==> config.mk <==
export PLATFORM = sky130hd
export DESIGN_NAME = nand_prog_seq
export DESIGN_NICKNAME = d
export VERILOG_FILES = /design/src/rtl/nps_pkg.sv /design/src/rtl/nps_strobe.sv /design/src/rtl/nps_addr_fmt.sv /design/src/rtl/nand_prog_seq.sv
export SDC_FILE = /design/constraint.sdc
export NUM_CORES = 1
export LEC_CHECK = 0
export ABC_AREA = 1
export BUFFER_PORTS_ARGS = -buffer_cell sky130_fd_sc_hd__buf_2
export CAP_MARGIN = 40
export CORE_UTILIZATION = 60
export CTS_BUF_LIST = sky130_fd_sc_hd__clkbuf_16
export DETAILED_ROUTE_END_ITERATION = 8
export HOLD_SLACK_MARGIN = 0.12
export PLACE_DENSITY = 0.93
export SYNTH_ARGS = -nofsm -noshare
export SYNTH_HDL_FRONTEND = slang
export SYNTH_HIERARCHICAL = 1
export SYNTH_SLANG_ARGS = --single-unit
export TNS_END_PERCENT = 20
==> constraint.sdc <==
create_clock -name clk -period 2.9 [get_ports clk]
set_input_delay 0.145 -clock clk [delete_from_list [all_inputs] [get_ports clk]]
set_output_delay 0.145 -clock clk [all_outputs]
set_load 0.01 [all_outputs]
==> src/rtl/nps_pkg.sv <==
package nps_pkg;
    typedef enum logic [1:0] {K_CMD, K_ADR, K_DAT, K_RD} bus_kind_e;

    typedef enum logic [3:0] {
        S_IDLE, S_CMD, S_ADDR, S_DATA, S_CONF, S_STAT, S_WAIT, S_READ
    } seq_state_e;

    localparam logic [7:0] OP_LOAD = 8'h80;
    localparam logic [7:0] OP_GO   = 8'h10;
    localparam logic [7:0] OP_STAT = 8'h70;

    localparam logic [7:0] RES_PASS = 8'h00;
    localparam logic [7:0] RES_FAIL = 8'h01;
    localparam logic [7:0] RES_OVF  = 8'h04;
    localparam logic [7:0] RES_WP   = 8'h80;

    localparam int MAIN_BYTES = 2048;
    localparam int PAGE_BYTES = 2112;
endpackage

==> src/rtl/nps_strobe.sv <==
module nps_strobe #(
    parameter int STROBE_CLKS = 2
) (
    input  logic                clk,
    input  logic                rst_n,
    input  logic                go,
    input  nps_pkg::bus_kind_e  kind_i,
    input  logic [7:0]          byte_i,
    input  logic [7:0]          io_in,
    output logic                active,
    output logic                fin,
    output logic                we_n,
    output logic                re_n,
    output logic                cle,
    output logic                ale,
    output logic [7:0]          io_out,
    output logic                io_oe,
    output logic [7:0]          smp
);
    import nps_pkg::*;

    localparam int LAST  = 2 * STROBE_CLKS - 1;
    localparam int CNT_W = (LAST < 2) ? 1 : $clog2(LAST + 1);

    logic [CNT_W-1:0] cnt;
    bus_kind_e        kind_q;
    logic [7:0]       byte_q;
    logic             low_ph;

    assign low_ph = active && (int'(cnt) < STROBE_CLKS);
    assign fin    = active && (int'(cnt) == LAST);

    always_ff @(posedge clk or negedge rst_n) begin
        if (!rst_n) begin
            active <= 1'b0;
            cnt    <= '0;
            kind_q <= K_CMD;
            byte_q <= 8'h00;
            smp    <= 8'h00;
        end else if (!active) begin
            if (go) begin
                active <= 1'b1;
                cnt    <= '0;
                kind_q <= kind_i;
                byte_q <= byte_i;
            end
        end else begin
            if (kind_q == K_RD && int'(cnt) == STROBE_CLKS - 1)
                smp <= io_in;
            if (fin) active <= 1'b0;
            else     cnt    <= cnt + 1'b1;
        end
    end

    always_comb begin
        we_n   = !(low_ph && kind_q != K_RD);
        re_n   = !(low_ph && kind_q == K_RD);
        cle    = active && kind_q == K_CMD;
        ale    = active && kind_q == K_ADR;
        io_oe  = active && kind_q != K_RD;
        io_out = io_oe ? byte_q : 8'h00;
    end

    // the two strobes never overlap
    p_strobes_excl_r9: assert property (@(posedge clk) disable iff (!rst_n)
        !(!we_n && !re_n));

    // byte and latch enables stay steady inside one bus cycle
    p_io_stable_r9: assert property (@(posedge clk) disable iff (!rst_n)
        (active && !fin) |=> ($stable(io_out) && $stable(cle) && $stable(ale)));

    generate
        if (STROBE_CLKS > 1) begin : g_wide
            // a falling write strobe is held low on the next clock
            p_we_hold_r9: assert property (@(posedge clk) disable iff (!rst_n)
                $fell(we_n) |=> !we_n);
        end
    endgenerate
endmodule

==> src/rtl/nps_addr_fmt.sv <==
module nps_addr_fmt #(
    parameter int BLK_W = 13
) (
    input  logic [11:0]      col,
    input  logic [5:0]       page,
    input  logic [BLK_W-1:0] block,
    input  logic [2:0]       idx,
    output logic [7:0]       byte_o
);
    localparam int PAD_W = 24;
    logic [PAD_W-1:0] blk;

    assign blk = PAD_W'(block);

    always_comb begin
        unique case (idx)
            3'd0:    byte_o = col[7:0];
            3'd1:    byte_o = {4'h0, col[11:8]};
            3'd2:    byte_o = {blk[1:0], page};
            3'd3:    byte_o = blk[9:2];
            3'd4:    byte_o = blk[17:10];
            default: byte_o = 8'h00;
        endcase
    end

    initial begin
        if (BLK_W > 18) $error("block number wider than the address cycles");
    end
endmodule

==> src/rtl/nand_prog_seq.sv <==
module nand_prog_seq #(
    parameter int STROBE_CLKS = 2,
    parameter int POLL_GAP    = 6,
    parameter int BLK_W       = 13
) (
    input  logic             clk,
    input  logic             rst_n,
    input  logic             req_valid,
    input  logic [BLK_W-1:0] req_block,
    input  logic [5:0]       req_page,
    input  logic [11:0]      req_col,
    input  logic             req_spare,
    input  logic [11:0]      req_len,
    input  logic             req_big,
    input  logic             wp_n,
    input  logic [7:0]       din_data,
    input  logic             din_valid,
    output logic             din_ready,
    output logic             nand_ce_n,
    output logic             nand_cle,
    output logic             nand_ale,
    output logic             nand_we_n,
    output logic             nand_re_n,
    output logic [7:0]       nand_io_out,
    output logic             nand_io_oe,
    input  logic [7:0]       nand_io_in,
    output logic             busy,
    output logic             done,
    output logic [7:0]       result
);
    import nps_pkg::*;

    localparam int GAP_W = (POLL_GAP < 2) ? 1 : $clog2(POLL_GAP);
    localparam int END_W = 14;

    seq_state_e       state, nxt;
    logic [BLK_W-1:0] blk_q;
    logic [5:0]       page_q;
    logic [11:0]      col_q, len_q;
    logic             big_q;
    logic [2:0]       aidx;
    logic [GAP_W-1:0] gap_cnt;

    logic             go, st_act, st_fin;
    bus_kind_e        kind;
    logic [7:0]       bus_byte, addr_byte, smp;
    logic [END_W-1:0] col_eff, win_end;
    logic             ovf, last_addr;

    assign col_eff   = END_W'(req_col) + (req_spare ? END_W'(MAIN_BYTES) : '0);
    assign win_end   = col_eff + END_W'(req_len);
    assign ovf       = (req_len == 12'd0) || (win_end > END_W'(PAGE_BYTES));
    assign last_addr = (aidx == (big_q ? 3'd4 : 3'd3));
    assign busy      = (state != S_IDLE);
    assign nand_ce_n = !busy;

    nps_addr_fmt #(.BLK_W(BLK_W)) i_fmt (
        .col(col_q), .page(page_q), .block(blk_q), .idx(aidx), .byte_o(addr_byte)
    );

    nps_strobe #(.STROBE_CLKS(STROBE_CLKS)) i_stb (
        .clk(clk), .rst_n(rst_n), .go(go), .kind_i(kind), .byte_i(bus_byte),
        .io_in(nand_io_in), .active(st_act), .fin(st_fin),
        .we_n(nand_we_n), .re_n(nand_re_n), .cle(nand_cle), .ale(nand_ale),
        .io_out(nand_io_out), .io_oe(nand_io_oe), .smp(smp)
    );

    always_comb begin
        nxt = state;
        unique case (state)
            S_IDLE: if (req_valid && wp_n && !ovf) nxt = S_CMD;
            S_CMD:  if (st_fin) nxt = S_ADDR;
            S_ADDR: if (st_fin && last_addr) nxt = S_DATA;
            S_DATA: if (st_fin && len_q == 12'd1) nxt = S_CONF;
            S_CONF: if (st_fin) nxt = S_STAT;
            S_STAT: if (st_fin) nxt = S_WAIT;
            S_WAIT: if (gap_cnt == '0) nxt = S_READ;
            S_READ: if (st_fin) nxt = smp[6] ? S_IDLE : S_WAIT;
            default: nxt = S_IDLE;
        endcase
    end

    always_ff @(posedge clk or negedge rst_n) begin
        if (!rst_n) begin
            state   <= S_IDLE;
            blk_q   <= '0;
            page_q  <= '0;
            col_q   <= '0;
            len_q   <= '0;
            big_q   <= 1'b0;
            aidx    <= '0;
            gap_cnt <= '0;
            done    <= 1'b0;
            result  <= RES_PASS;
        end else begin
            state <= nxt;
            done  <= 1'b0;
            if (state == S_IDLE && req_valid) begin
                blk_q  <= req_block;
                page_q <= req_page;
                col_q  <= col_eff[11:0];
                len_q  <= req_len;
                big_q  <= req_big;
                aidx   <= '0;
                if (!wp_n) begin
                    done <= 1'b1; result <= RES_WP;
                end else if (ovf) begin
                    done <= 1'b1; result <= RES_OVF;
                end
            end
            if (state == S_ADDR && st_fin) aidx <= aidx + 3'd1;
            if (state == S_DATA && st_fin) len_q <= len_q - 12'd1;
            if (nxt == S_WAIT && state != S_WAIT) gap_cnt <= GAP_W'(POLL_GAP - 1);
            else if (state == S_WAIT) gap_cnt <= gap_cnt - 1'b1;
            if (state == S_READ && st_fin && smp[6]) begin
                done   <= 1'b1;
                result <= smp[0] ? RES_FAIL : RES_PASS;
            end
        end
    end

    always_comb begin
        go        = 1'b0;
        kind      = K_CMD;
        bus_byte  = 8'h00;
        din_ready = 1'b0;
        unique case (state)
            S_CMD:  begin bus_byte = OP_LOAD; go = !st_act; end
            S_ADDR: begin kind = K_ADR; bus_byte = addr_byte; go = !st_act; end
            S_DATA: begin
                kind = K_DAT; bus_byte = din_data;
                go = !st_act && din_valid; din_ready = go;
            end
            S_CONF: begin bus_byte = OP_GO; go = !st_act; end
            S_STAT: begin bus_byte = OP_STAT; go = !st_act; end
            S_READ: begin kind = K_RD; go = !st_act; end
            default: ;
        endcase
    end

    // an idle block never strobes the bus
    p_idle_quiet_r1: assert property (@(posedge clk) disable iff (!rst_n)
        !busy |-> (nand_we_n && nand_re_n));
    // a protected request is answered next clock with 80h
    p_wp_reject_r1: assert property (@(posedge clk) disable iff (!rst_n)
        (!busy && req_valid && !wp_n) |=> (done && result == RES_WP && !busy));
    // address latch only during address cycles
    p_ale_in_addr_r4: assert property (@(posedge clk) disable iff (!rst_n)
        nand_ale |-> (state == S_ADDR));
    // a byte is taken only when offered
    p_take_valid_r8: assert property (@(posedge clk) disable iff (!rst_n)
        din_ready |-> din_valid);
    // done is a single clock and coincides with idle
    p_done_pulse_r11: assert property (@(posedge clk) disable iff (!rst_n)
        done |=> !done);
    p_done_idle_r11: assert property (@(posedge clk) disable iff (!rst_n)
        done |-> !busy);
endmodule

==> run_results.csv <==
group,metric,value,unit
timing,fin_ws,421.3,ps
min_path,hold_start,"req_len[4]",
clock_network,root_buffer,"clkbuf_16",
final_layout,nNetsFinal,894,
clock_network,clockBufferDepth,2,
min_path,min_path_type,"in2reg",
drt,wirelength,13390,µm
timing,period_needed,2479,ps
final_layout,regArea,0.001827,mm²
drt,ant_nets,0,
critical_path,crit_required,3130,ps
timing,skew,6.735,ps
critical_path,r2r_start,"state[2]",
critical_path,ff2ff_setup_slack,640,ps
power_and_ir_drop,p_leak,3.283,nW
die,rows,32,
die,initial_core_util,0.6271,
global_route,grt_pass1_wl,22490,µm
final_layout,multi_input_area,0.002621,mm²
clock_network,cts_resized,0,
clock_network,cts_max_level,3,
logic_synthesis,synth.avg_cell_area,7.045,µm²
timing,hold_viol_final,0,
drt,drtIter0Drc,391,
die,pin_count,91,
drt,first_pass_iters,5,
timing,clock.fmax,403.4,MHz
clock_network,cts_buffers,9,
clock_network,tritoncts,"built",
global_route,antenna_found_initial,0,
placement,dp.cells,864,
clock_network,cts_sinks,73,
critical_path,path_class,"in2reg",
critical_path,reg2reg_to,"len_q[6]",
die,die_h,92.33,µm
status,outcome,"complete, no violations",
placement,dp_hpwl,9172,µm
clock_network,ctsHoldBuffers,34,
power_and_ir_drop,p_per_area,513.7,mW/mm²
final_layout,n_antenna_cell,0,
min_path,min_delay_path_depth,3,
timing,finalSetupViolCount,0,
clock_network,clk_pin_slew_worst_paths,60,ps
timing,grt_setup_unrepaired,"false",
drt,via_per_inst,5.575,
logic_synthesis,yosysWarnings,6,
placement,port_buffers,79,
critical_path,cp-end-kind,"flop",
timing,min_period_over_period,0.8547,
die,core_area,0.007807,mm²
die,die_w,92.33,µm
critical_path,critPathMostFrequentCell,"nand2_1",
power_and_ir_drop,switchingPower,0.0009896,W
power_and_ir_drop,pwr-share-comb,0.239,
drt,via_count,5096,
logic_synthesis,netlist_instances,695,
global_route,grt_use_total,0.3351,
power_and_ir_drop,pwr-share-seq,0.408,
timing,worst_pin_slew,849.4,ps
die,die-area,0.008525,mm²
drt,post-route-drc-count,0,
global_route,grt_pass1_vias,5030,
clock_network,postCtsSetupBuffers,0,
timing,relSlewSlack,0.4337,
power_and_ir_drop,intPower,0.002082,W
final_layout,fillers,541,
global_route,grt_max_degree,42,
critical_path,crit_fanout,4,
placement,pre_cts_ws,608.8,ps
job,maxCapViolations,0,
clock_network,clkLatencyLatePin,330,ps
drt,wl_per_cell,14.65,µm
critical_path,critPathMaxStageDelay,520,ps
power_and_ir_drop,ir_drop,0.2691,mV
power_and_ir_drop,pwr-share-clk,0.353,
placement,gp_congestion,0.9694,
global_route,gr-total-overflow,0,
critical_path,start_kind,"primary input",
critical_path,worstPathArrival,2700,ps
critical_path,reg2reg_depth,9,
final_layout,layout-drive-gt1-share,0.1847,
final_layout,area_growth,22.13,%
critical_path,crit_slowest_cell,"dlygate4sd3_1",
critical_path,path_cells,"dlygate4sd3_1 -> buf_2 -> ha_1 -> inv_1 -> fa_1 -> inv_1 -> nand3_1 -> nand2_2 -> nand2_2 -> nand2_1 -> nand2_1 -> nand2_1 -> nand2_1 -> nor2_1 -> nand2_1 -> nand2_2 -> nand3_2 -> nand3_2 -> nand3_1 -> nand2_1 -> inv_1",
timing,slew_viol_final,0,
logic_synthesis,synth_area,0.004896,mm²
timing,tns,0,ps
final_layout,fin_cells,914,
power_and_ir_drop,switching_share,0.3222,
min_path,hold_end,"len_q[4]",
[per-layer routing]
layer	vias up	routed length, µm	GRT usage
li1	2420	-	-
met1	2357	5374	0.4119
met2	263	6603	0.5685
met3	56	825	0.04598
met4	0	582	0.1836
met5	-	0	0
[critical path: cells and delay by family]
kind	cells	cell delay, ps
and+or+nand+nor	14	1090
adders and majority gates	2	590
buffers and inverters	5	860
[worst max-delay path by stage]
| stage | start | to | slack [ps] | cells past startpoint |
|---|---|---|---|---|
| after floorplan | req_col[0] | gap_cnt[0] | 1020 | 17 |
| after global placement | req_len[0] | gap_cnt[0] | 680 | 20 |
| after detailed placement | req_len[0] | gap_cnt[2] | 610 | 20 |
| after CTS | req_col[0] | gap_cnt[2] | 460 | 21 |
| after global routing | req_col[0] | gap_cnt[2] | 230 | 21 |
| final | req_col[0] | gap_cnt[2] | 420 | 21 |
[stage by stage]
stage	utilization	hold slack [ps]	instance area, µm²	total power, W
after floorplan	-	-150.6	4915	0.001726
after global placement	0.6853	278.5	5350	0.001902
after detailed placement	0.6853	293.2	5350	0.001942
after CTS	0.7659	127.2	5979	0.003051
after global routing	0.7659	149.4	5979	0.003210
final	0.7659	142.4	5979	0.003072
[layout make-up]
cell class	count	area share
multi-input combinational	517	0.4384
timing repair buffer	117	0.1302
inverter	89	0.05629
clock inverter	7	0.01067
clock buffer	9	0.03766
sequential	73	0.3055
tap	102	0.02134
[cell usage in the layout, fill, tap and decap left out, types with 12 or more instances in the layout]
master / instances
inv_2: 15
a21oi_1: 13
nand2_1: 266
dfrtp_1: 73
dlygate4sd3_1: 34
ha_1: 20
nand2_2: 12
nor2_1: 47
inv_1: 74
nand3_1: 56
o21ai_0: 14
buf_2: 79
[registers in the layout, summed over array words and instances, names as in the netlist]
name          cells
blk_q            13
col_q            12
len_q            12
i_stb/byte_q      8
page_q            6
state             4
aidx              3
gap_cnt           3
result            3
i_stb/cnt         2
i_stb/kind_q      2
i_stb/smp         2
big_q             1
done              1
i_stb/active      1
[power by group through the flow]
stage / Clock (W) / Sequential (W) / Combinational (W)
after global placement: 0 / 0.00126 / 0.000644
after CTS: 0.00108 / 0.00125 / 0.000724
after floorplan: 0 / 0.00123 / 0.000495
after detailed placement: 0 / 0.00126 / 0.000679
after global routing: 0.00112 / 0.00127 / 0.000821
final: 0.00108 / 0.00125 / 0.000734
Note: power is estimated with default switching activity, not from simulation.
